[src/rtl/htab_pkg.sv]
package htab_pkg;
  localparam int KEY_W  = 32;
  localparam int VAL_W  = 32;
  localparam int SLOT_W = KEY_W + VAL_W;
  localparam logic [KEY_W-1:0] EMPTY_KEY = '1;

  typedef struct packed {
    logic             ins;
    logic [KEY_W-1:0] key;
    logic [VAL_W-1:0] val;
  } op_t;
endpackage

[src/rtl/htab_hash.sv]
module htab_hash #(
  parameter int NBUCKET = 64,
  parameter int BKT_W   = $clog2(NBUCKET)
) (
  input  logic [31:0]      key,
  output logic [BKT_W-1:0] bucket
);
  // key modulo table size selects the bucket
  assign bucket = BKT_W'(key % NBUCKET);
endmodule

[src/rtl/htab_split.sv]
module htab_split #(
  parameter int NBUCKET = 64,
  parameter int NPORT   = 8,
  parameter int BKT_W   = $clog2(NBUCKET),
  parameter int PORT_W  = $clog2(NPORT),
  parameter int ROW_W   = $clog2(NBUCKET / NPORT)
) (
  input  logic [BKT_W-1:0]  bucket,
  output logic [PORT_W-1:0] port,
  output logic [ROW_W-1:0]  row
);
  generate
    if ((NPORT & (NPORT - 1)) == 0) begin : g_pow2
      assign port = bucket[PORT_W-1:0];
      assign row  = bucket[BKT_W-1:PORT_W];
    end else begin : g_div
      assign port = PORT_W'(bucket % NPORT);
      assign row  = ROW_W'(bucket / NPORT);
    end
  endgenerate
endmodule

[src/rtl/htab_merge.sv]
module htab_merge
  import htab_pkg::*;
#(
  parameter int SLOTS  = 4,
  parameter int WORD_W = SLOTS * SLOT_W
) (
  input  logic [WORD_W-1:0] word,
  input  logic [KEY_W-1:0]  key,
  input  logic [VAL_W-1:0]  val,
  output logic              hit,
  output logic [VAL_W-1:0]  hit_val,
  output logic              has_empty,
  output logic [WORD_W-1:0] new_word
);
  logic [SLOTS-1:0] match;
  logic [SLOTS-1:0] free;
  logic [VAL_W-1:0] vs [SLOTS];

  generate
    for (genvar s = 0; s < SLOTS; s++) begin : g_slot
      logic [KEY_W-1:0] ks;
      assign ks       = word[s*SLOT_W +: KEY_W];
      assign vs[s]    = word[s*SLOT_W+KEY_W +: VAL_W];
      assign free[s]  = (ks == EMPTY_KEY);
      assign match[s] = (ks == key) && !free[s];
    end
  endgenerate

  // lowest-numbered slot wins for both lookup and placement
  always_comb begin
    hit       = 1'b0;
    hit_val   = '0;
    has_empty = 1'b0;
    new_word  = word;
    for (int s = 0; s < SLOTS; s++) begin
      if (match[s] && !hit) begin
        hit     = 1'b1;
        hit_val = vs[s];
      end
      if (free[s] && !has_empty) begin
        has_empty = 1'b1;
        new_word[s*SLOT_W +: SLOT_W] = {val, key};
      end
    end
  end
endmodule

[src/rtl/htab_inflight.sv]
module htab_inflight
  import htab_pkg::*;
#(
  parameter int DEPTH = 8,
  parameter int BKT_W = 6,
  parameter int PTR_W = $clog2(DEPTH)
) (
  input  logic             clk,
  input  logic             rst_n,
  input  logic             push,
  input  op_t              push_op,
  input  logic [BKT_W-1:0] push_bkt,
  input  logic             pop,
  input  logic [BKT_W-1:0] qry_bkt,
  output logic             full,
  output logic             hazard,
  output op_t              head_op,
  output logic [BKT_W-1:0] head_bkt
);
  op_t              ent_q [DEPTH];
  logic [BKT_W-1:0] bkt_q [DEPTH];
  logic [DEPTH-1:0] occ_q, occ_d;
  logic [PTR_W-1:0] wp_q, wp_d, rp_q, rp_d;
  logic [PTR_W:0]   cnt_q, cnt_d;
  logic [DEPTH-1:0] hz;

  always_comb begin
    occ_d = occ_q;
    if (push) occ_d[wp_q] = 1'b1;
    if (pop)  occ_d[rp_q] = 1'b0;
    wp_d  = push ? wp_q + 1'b1 : wp_q;
    rp_d  = pop  ? rp_q + 1'b1 : rp_q;
    cnt_d = cnt_q + (PTR_W+1)'(push) - (PTR_W+1)'(pop);
  end

  always_ff @(posedge clk or negedge rst_n) begin
    if (!rst_n) begin
      occ_q <= '0;
      wp_q  <= '0;
      rp_q  <= '0;
      cnt_q <= '0;
    end else begin
      occ_q <= occ_d;
      wp_q  <= wp_d;
      rp_q  <= rp_d;
      cnt_q <= cnt_d;
    end
  end

  always_ff @(posedge clk) begin
    if (push) begin
      ent_q[wp_q] <= push_op;
      bkt_q[wp_q] <= push_bkt;
    end
  end

  // an unwritten insert to the same bucket blocks new access
  generate
    for (genvar i = 0; i < DEPTH; i++) begin : g_cmp
      assign hz[i] = occ_q[i] && ent_q[i].ins && (bkt_q[i] == qry_bkt);
    end
  endgenerate

  assign hazard   = |hz;
  assign full     = (cnt_q == (PTR_W+1)'(DEPTH));
  assign head_op  = ent_q[rp_q];
  assign head_bkt = bkt_q[rp_q];

  assert_pop_pending_R8: assert property (@(posedge clk) disable iff (!rst_n)
    pop |-> (cnt_q != '0));
  assert_push_room_R10: assert property (@(posedge clk) disable iff (!rst_n)
    push |-> !full);
endmodule

[src/rtl/htab_engine.sv]
module htab_engine
  import htab_pkg::*;
#(
  parameter int NBUCKET = 64,
  parameter int NPORT   = 8,
  parameter int DEPTH   = 8,
  parameter int SLOTS   = 4,
  parameter int WORD_W  = SLOTS * SLOT_W,
  parameter int BKT_W   = $clog2(NBUCKET),
  parameter int PORT_W  = $clog2(NPORT),
  parameter int ROW_W   = $clog2(NBUCKET / NPORT)
) (
  input  logic              clk,
  input  logic              rst_n,
  input  logic              req_valid,
  output logic              req_ready,
  input  logic              req_ins,
  input  logic [31:0]       req_key,
  input  logic [31:0]       req_val,
  output logic              mem_rd_valid,
  output logic [PORT_W-1:0] mem_rd_port,
  output logic [ROW_W-1:0]  mem_rd_row,
  input  logic              mem_rsp_valid,
  input  logic [WORD_W-1:0] mem_rsp_data,
  output logic              mem_wr_valid,
  output logic [PORT_W-1:0] mem_wr_port,
  output logic [ROW_W-1:0]  mem_wr_row,
  output logic [WORD_W-1:0] mem_wr_data,
  output logic              rsp_valid,
  output logic              rsp_ins,
  output logic              rsp_miss,
  output logic              rsp_ovf,
  output logic [31:0]       rsp_val
);
  logic             accept, full, hazard;
  logic [BKT_W-1:0] req_bkt, head_bkt;
  op_t              head_op;
  logic             hit, has_empty;
  logic [VAL_W-1:0] hit_val;
  logic [WORD_W-1:0] new_word;

  logic              rd_vld_q, rd_vld_d;
  logic [BKT_W-1:0]  rd_bkt_q;
  logic              rsp_vld_q, rsp_vld_d;
  logic              rsp_ins_q, rsp_miss_q, rsp_ovf_q;
  logic              rsp_miss_d, rsp_ovf_d;
  logic [VAL_W-1:0]  rsp_val_q, rsp_val_d;
  logic              wr_vld_q, wr_vld_d;
  logic [BKT_W-1:0]  wr_bkt_q;
  logic [WORD_W-1:0] wr_data_q;

  htab_hash #(.NBUCKET(NBUCKET), .BKT_W(BKT_W)) u_hash (
    .key(req_key), .bucket(req_bkt));

  htab_inflight #(.DEPTH(DEPTH), .BKT_W(BKT_W)) u_pend (
    .clk(clk), .rst_n(rst_n),
    .push(accept), .push_op(op_t'{ins: req_ins, key: req_key, val: req_val}),
    .push_bkt(req_bkt), .pop(mem_rsp_valid), .qry_bkt(req_bkt),
    .full(full), .hazard(hazard), .head_op(head_op), .head_bkt(head_bkt));

  htab_merge #(.SLOTS(SLOTS), .WORD_W(WORD_W)) u_merge (
    .word(mem_rsp_data), .key(head_op.key), .val(head_op.val),
    .hit(hit), .hit_val(hit_val), .has_empty(has_empty), .new_word(new_word));

  htab_split #(.NBUCKET(NBUCKET), .NPORT(NPORT), .BKT_W(BKT_W),
               .PORT_W(PORT_W), .ROW_W(ROW_W)) u_rd_map (
    .bucket(rd_bkt_q), .port(mem_rd_port), .row(mem_rd_row));

  htab_split #(.NBUCKET(NBUCKET), .NPORT(NPORT), .BKT_W(BKT_W),
               .PORT_W(PORT_W), .ROW_W(ROW_W)) u_wr_map (
    .bucket(wr_bkt_q), .port(mem_wr_port), .row(mem_wr_row));

  assign req_ready = !full && !hazard;
  assign accept    = req_valid && req_ready;

  always_comb begin
    rd_vld_d   = accept;
    rsp_vld_d  = mem_rsp_valid;
    wr_vld_d   = mem_rsp_valid && head_op.ins && has_empty;
    rsp_miss_d = !head_op.ins && !hit;
    rsp_ovf_d  = head_op.ins && !has_empty;
    rsp_val_d  = (!head_op.ins && hit) ? hit_val : '0;
  end

  always_ff @(posedge clk or negedge rst_n) begin
    if (!rst_n) begin
      rd_vld_q  <= 1'b0;
      rsp_vld_q <= 1'b0;
      wr_vld_q  <= 1'b0;
    end else begin
      rd_vld_q  <= rd_vld_d;
      rsp_vld_q <= rsp_vld_d;
      wr_vld_q  <= wr_vld_d;
    end
  end

  always_ff @(posedge clk) begin
    if (accept) rd_bkt_q <= req_bkt;
    if (mem_rsp_valid) begin
      rsp_ins_q  <= head_op.ins;
      rsp_miss_q <= rsp_miss_d;
      rsp_ovf_q  <= rsp_ovf_d;
      rsp_val_q  <= rsp_val_d;
      wr_bkt_q   <= head_bkt;
      wr_data_q  <= new_word;
    end
  end

  assign mem_rd_valid = rd_vld_q;
  assign mem_wr_valid = wr_vld_q;
  assign mem_wr_data  = wr_data_q;
  assign rsp_valid    = rsp_vld_q;
  assign rsp_ins      = rsp_ins_q;
  assign rsp_miss     = rsp_miss_q;
  assign rsp_ovf      = rsp_ovf_q;
  assign rsp_val      = rsp_val_q;

  assert_rd_after_accept_R8: assert property (@(posedge clk) disable iff (!rst_n)
    mem_rd_valid |-> $past(req_valid && req_ready));
  assert_wr_after_data_R11: assert property (@(posedge clk) disable iff (!rst_n)
    mem_wr_valid |-> $past(mem_rsp_valid));
  assert_ovf_no_write_R5: assert property (@(posedge clk) disable iff (!rst_n)
    (rsp_valid && rsp_ovf) |-> !mem_wr_valid);
  assert_probe_no_write_R6: assert property (@(posedge clk) disable iff (!rst_n)
    (rsp_valid && !rsp_ins) |-> !mem_wr_valid);
  assert_miss_zero_R7: assert property (@(posedge clk) disable iff (!rst_n)
    (rsp_valid && rsp_miss) |-> (rsp_val == '0));
endmodule

[config.mk]
export PLATFORM = sky130hd
export DESIGN_NAME = htab_engine
export DESIGN_NICKNAME = d
export VERILOG_FILES = /design/src/rtl/htab_pkg.sv /design/src/rtl/htab_hash.sv /design/src/rtl/htab_split.sv /design/src/rtl/htab_merge.sv /design/src/rtl/htab_inflight.sv /design/src/rtl/htab_engine.sv
export SDC_FILE = /design/constraint.sdc
export NUM_CORES = 1
export LEC_CHECK = 0
export BUFFER_PORTS_ARGS = -buffer_cell sky130_fd_sc_hd__buf_2
export CELL_PAD_IN_SITES_DETAIL_PLACEMENT = 1
export CELL_PAD_IN_SITES_GLOBAL_PLACEMENT = 2
export CORE_ASPECT_RATIO = 0.75
export CORE_UTILIZATION = 47
export CTS_BUF_LIST = sky130_fd_sc_hd__clkbuf_2 sky130_fd_sc_hd__clkbuf_4 sky130_fd_sc_hd__clkbuf_8
export DETAILED_ROUTE_END_ITERATION = 6
export PLACE_DENSITY_LB_ADDON = 0.05
export SLEW_MARGIN = 5
export SYNTH_ARGS = -nofsm -noshare
export SYNTH_HDL_FRONTEND = slang
export SYNTH_HIERARCHICAL = 1
export SYNTH_SLANG_ARGS = --single-unit
export TNS_END_PERCENT = 10
[constraint.sdc]
create_clock -name clk -period 21.3 [get_ports clk]
set_input_delay 1.065 -clock clk [delete_from_list [all_inputs] [get_ports clk]]
set_output_delay 1.065 -clock clk [all_outputs]
set_load 0.01 [all_outputs]
==> results.txt <==
The worst flop-to-flop path startpoint is u_pend/rp_q[0]. The worst hold path class is in2async. The worst setup path is of the reg2reg kind. The clock network latency to the later pin of the worst-skew pair came out at 0.80 ns. The cell area power density came out at 119 nW/µm².

The count of cell instances traversed by the critical path is 14. The clock tree buffer depth is 3. Detailed placement ended at an HPWL of 89200 µm.

Summed over all instances, the cell type with the most area after synthesis is edfxtp_1. The minimum clock period after layout came out at 7.30 ns. The total global routing overflow came out at 0.

The flip-flop and latch count after synthesis is 892. The number of global-route vias before repair came out at 23900. The final RePlAce weighted congestion came out at 0.903. Setup repair after global routing left no endpoint under its margin. The leakage dissipation came out at 16.2 nW. The synthesized netlist contains 41 unique library cells.

For this run, the leading register cell type out of synthesis is edfxtp_1. The post-synthesis net count is 2400. The flow ran to the end, and the final reports show no timing, DRC or antenna violations.

The cell total after placement came out at 3646. The worst-case register-to-register setup slack is 14.00 ns. The final cell count without fillers is 3903. Counting stages on the worst path, the most repeated cell is buf_4. The vias after detailed routing is 23200. The transition time at the pin with the least slew margin is 1.09 ns.

For this run, design rule violations remaining after detail routing come to 0. Across the VDD grid, the largest voltage drop is 0.0742 mV. The number of setup buffers added after CTS came out at 0. The clock-pin slew of the registers on the worst-case setup and hold paths is 0.06 ns. The area taken by flip-flops and latches came out at 26700 µm². The placement row count came out at 90.

On the worst path, the slowest cell contributes a delay of 0.95 ns. The I/O pin count is 632. The synthesized cell area is 38600 µm². Global routing consumed, over all layers together, 31.3% of the routing resources.

Clock skew on the completed layout was measured at 0.0277 ns. The maximum number of pins on one net before global-route repair is 157. The core box area came out at 80900 µm². The highest fanout seen on the critical path is 65. The final worst-path setup slack came out at 14.00 ns. The remaining antenna violation count after routing is 0. The vertical die dimension came out at 250 µm. The number of detailed-route iterations in the first pass came out at 5.

In this run the biggest area consumer among cell types represents 67.7% of the synthesized area. The final hold violation count is 0. The width of the die came out at 333 µm. The most common cell after layout, fill and taps aside is edfxtp_1. The critical path contains buffers and inverters numbering 4 combined. The die footprint came out at 83400 µm². The relative area change from synthesis to final layout is 17.7%. The wire length of the first global-routing pass came out at 183000 µm. The average wire per standard cell is 33.5 µm.

For this design, the slowest cell found on the critical path is and2_2. The tree built by TritonCTS fans out to 892 sinks. Of the synthesized area, sequential elements account for 69.0%. The initial antenna violation count is 28. The worst setup path is captured at a register. The arrival time reported for the critical path endpoint came out at 7.85 ns. Data on the critical path is required at its endpoint by 21.85 ns. The count of yosys warnings during synthesis came out at 6.

The end of the worst register-to-register path is rsp_val[0]. The cell area reported after detailed placement is 42700 µm². Traced cell by cell, the critical path runs through buf_4 > buf_4 > mux4_2 > mux2_2 > xnor2_1 > nand4_1 > nor4_1 > nand3_2 > buf_4 > and2_2 > nor3b_4 > buf_4 > mux2_2 > and3b_1. The total negative slack for setup checks is 0 ns. The total routed wirelength is 131000 µm. The count of buffers from port buffering came out at 631. Counting flops with an async set or reset pin after synthesis yields a share of 2.35%. The deepest level of the CTS H-tree is 4.

The total design power is 5.43 mW. In the layout the commonest cells are 871 x edfxtp_1, 630 x buf_2, 324 x mux2_2, 147 x clkbuf_8, 142 x mux4_2. In the routed layout, each cell is associated on average with a via count of 5.94. In this run the worst setup path terminates at rsp_val[0]. The layout filler cell count is 7493. The detailed router's first-iteration violation count is 2575. After technology mapping, the gate count stands at 2067. STA classifies the critical path startpoint as a register. TritonCTS built the clock tree. The maximum frequency from static timing analysis came out at 0.137 GHz. The post-cts repair resize count came out at 0. The cell area after layout is 45500 µm².

The cts-stage hold buffer count came out at 0. The footprint of the multi-input gates is 11200 µm². The initial utilization of the core area, before any placement, comes to 47.8%. Sorting the synthesized cells by area gives the leading types as edfxtp_1 68%, mux2_2 9.4%, mux4_2 8.3%, xnor2_1 3.2%, dfrtp_1 1.4%. The number of enable flip-flop cells after synthesis came out at 871. The depth of the most critical reg-to-reg path came out at 14. In this run the clock root is driven by a clkbuf_8. The number of maximum-capacitance violations is 0. The worst hold-check slack came out at 0.279 ns. The total count of max-transition violations in the final report came out at 0. The number of nets in the layout came out at 3066. The number of buffers inserted during clock tree synthesis is 143. Of the cells placed in the final design, the portion with a size suffix greater than 1 is 50.6%. The share of the clock period used by the worst path after layout is 34.3%. The worst setup slack after placement is 13.92 ns. The launch point of the critical path is u_pend/rp_q[0]. The total setup violations reported at the end of the flow came out at 0.

The synthesized area divided by synthesized cell count came out at 18.7 µm². The relative slew slack is 27.5%. The share of the core filled with cells came out at 56.2%. Grouping stages by cell kind, the critical path spends the most delay in buffers and inverters.
-- where the power goes --
group	internal [mW]	switching, mW
combinational	0.659	1.03
sequential	2.18	0.126
clock	0.749	0.678
-- how the worst min path moves through the flow --
stage,start,end,slack (ns),cells past startpoint
floorplan,u_pend/occ_q[4],u_pend/occ_q[4],0.47,1
detailed placement,u_pend/occ_q[4],u_pend/occ_q[4],0.50,1
finish,rst_n,u_pend/cnt_q[2],0.28,1
global placement,u_pend/occ_q[4],u_pend/occ_q[4],0.49,1
CTS,rst_n,u_pend/cnt_q[2],0.22,1
global route,rst_n,u_pend/cnt_q[2],0.27,1
-- Yosys cell counts (8+ instances only) --
cell type / count
edfxtp_1: 871
mux2_2: 324
mux4_2: 142
xnor2_1: 139
buf_2: 68
nand4_1: 63
nand2_1: 47
xor2_1: 43
clkbuf_1: 39
o21ai_0: 33
a32o_1: 32
and3b_1: 32
buf_4: 31
mux2_4: 30
nor4_1: 24
or2_2: 23
dfrtp_1: 21
nand3_1: 19
nor2_1: 13
or2_1: 9
inv_1: 8
-- state kept, by name, summed over array words and instances (netlist names) --
name / flops
u_pend/ent_q: 520
mem_wr_data: 256
u_pend/bkt_q: 48
rsp_val: 32
u_pend/occ_q: 8
rd_bkt_q: 6
wr_bkt_q: 6
u_pend/cnt_q: 4
u_pend/rp_q: 3
u_pend/wp_q: 3
mem_rd_valid: 1
mem_wr_valid: 1
rsp_ins: 1
rsp_miss: 1
rsp_ovf: 1
rsp_valid: 1
-- logic make-up after synthesis --
group,synth area share [%]
compound gates,1.58
xor+xnor,4.13
fa+ha+maj,0.278
buf+inv,2.20
flops,69.0
mux,18.9
simple gates,3.89
-- layout make-up --
cell class	instances	share of cell area, %
Antenna cell	11	0.0605
Clock buffer	195	5.24
Clock inverter	51	0.702
Inverter	8	0.0660
Multi-Input combinational cell	1016	24.6
Sequential cell	892	58.7
Tap cell	1058	2.91
Timing Repair Buffer	672	7.67
-- metal layers --
metal  vias to the layer above  routed length, µm  track usage, %
met5                         -                138               0
met2                      1127              63000            50.0
met1                     12200              55300            43.7
li1                       9605                  -               -
met3                       188               9520            5.95
met4                        20               2940            9.30
Power figures use the tool's default switching activity.
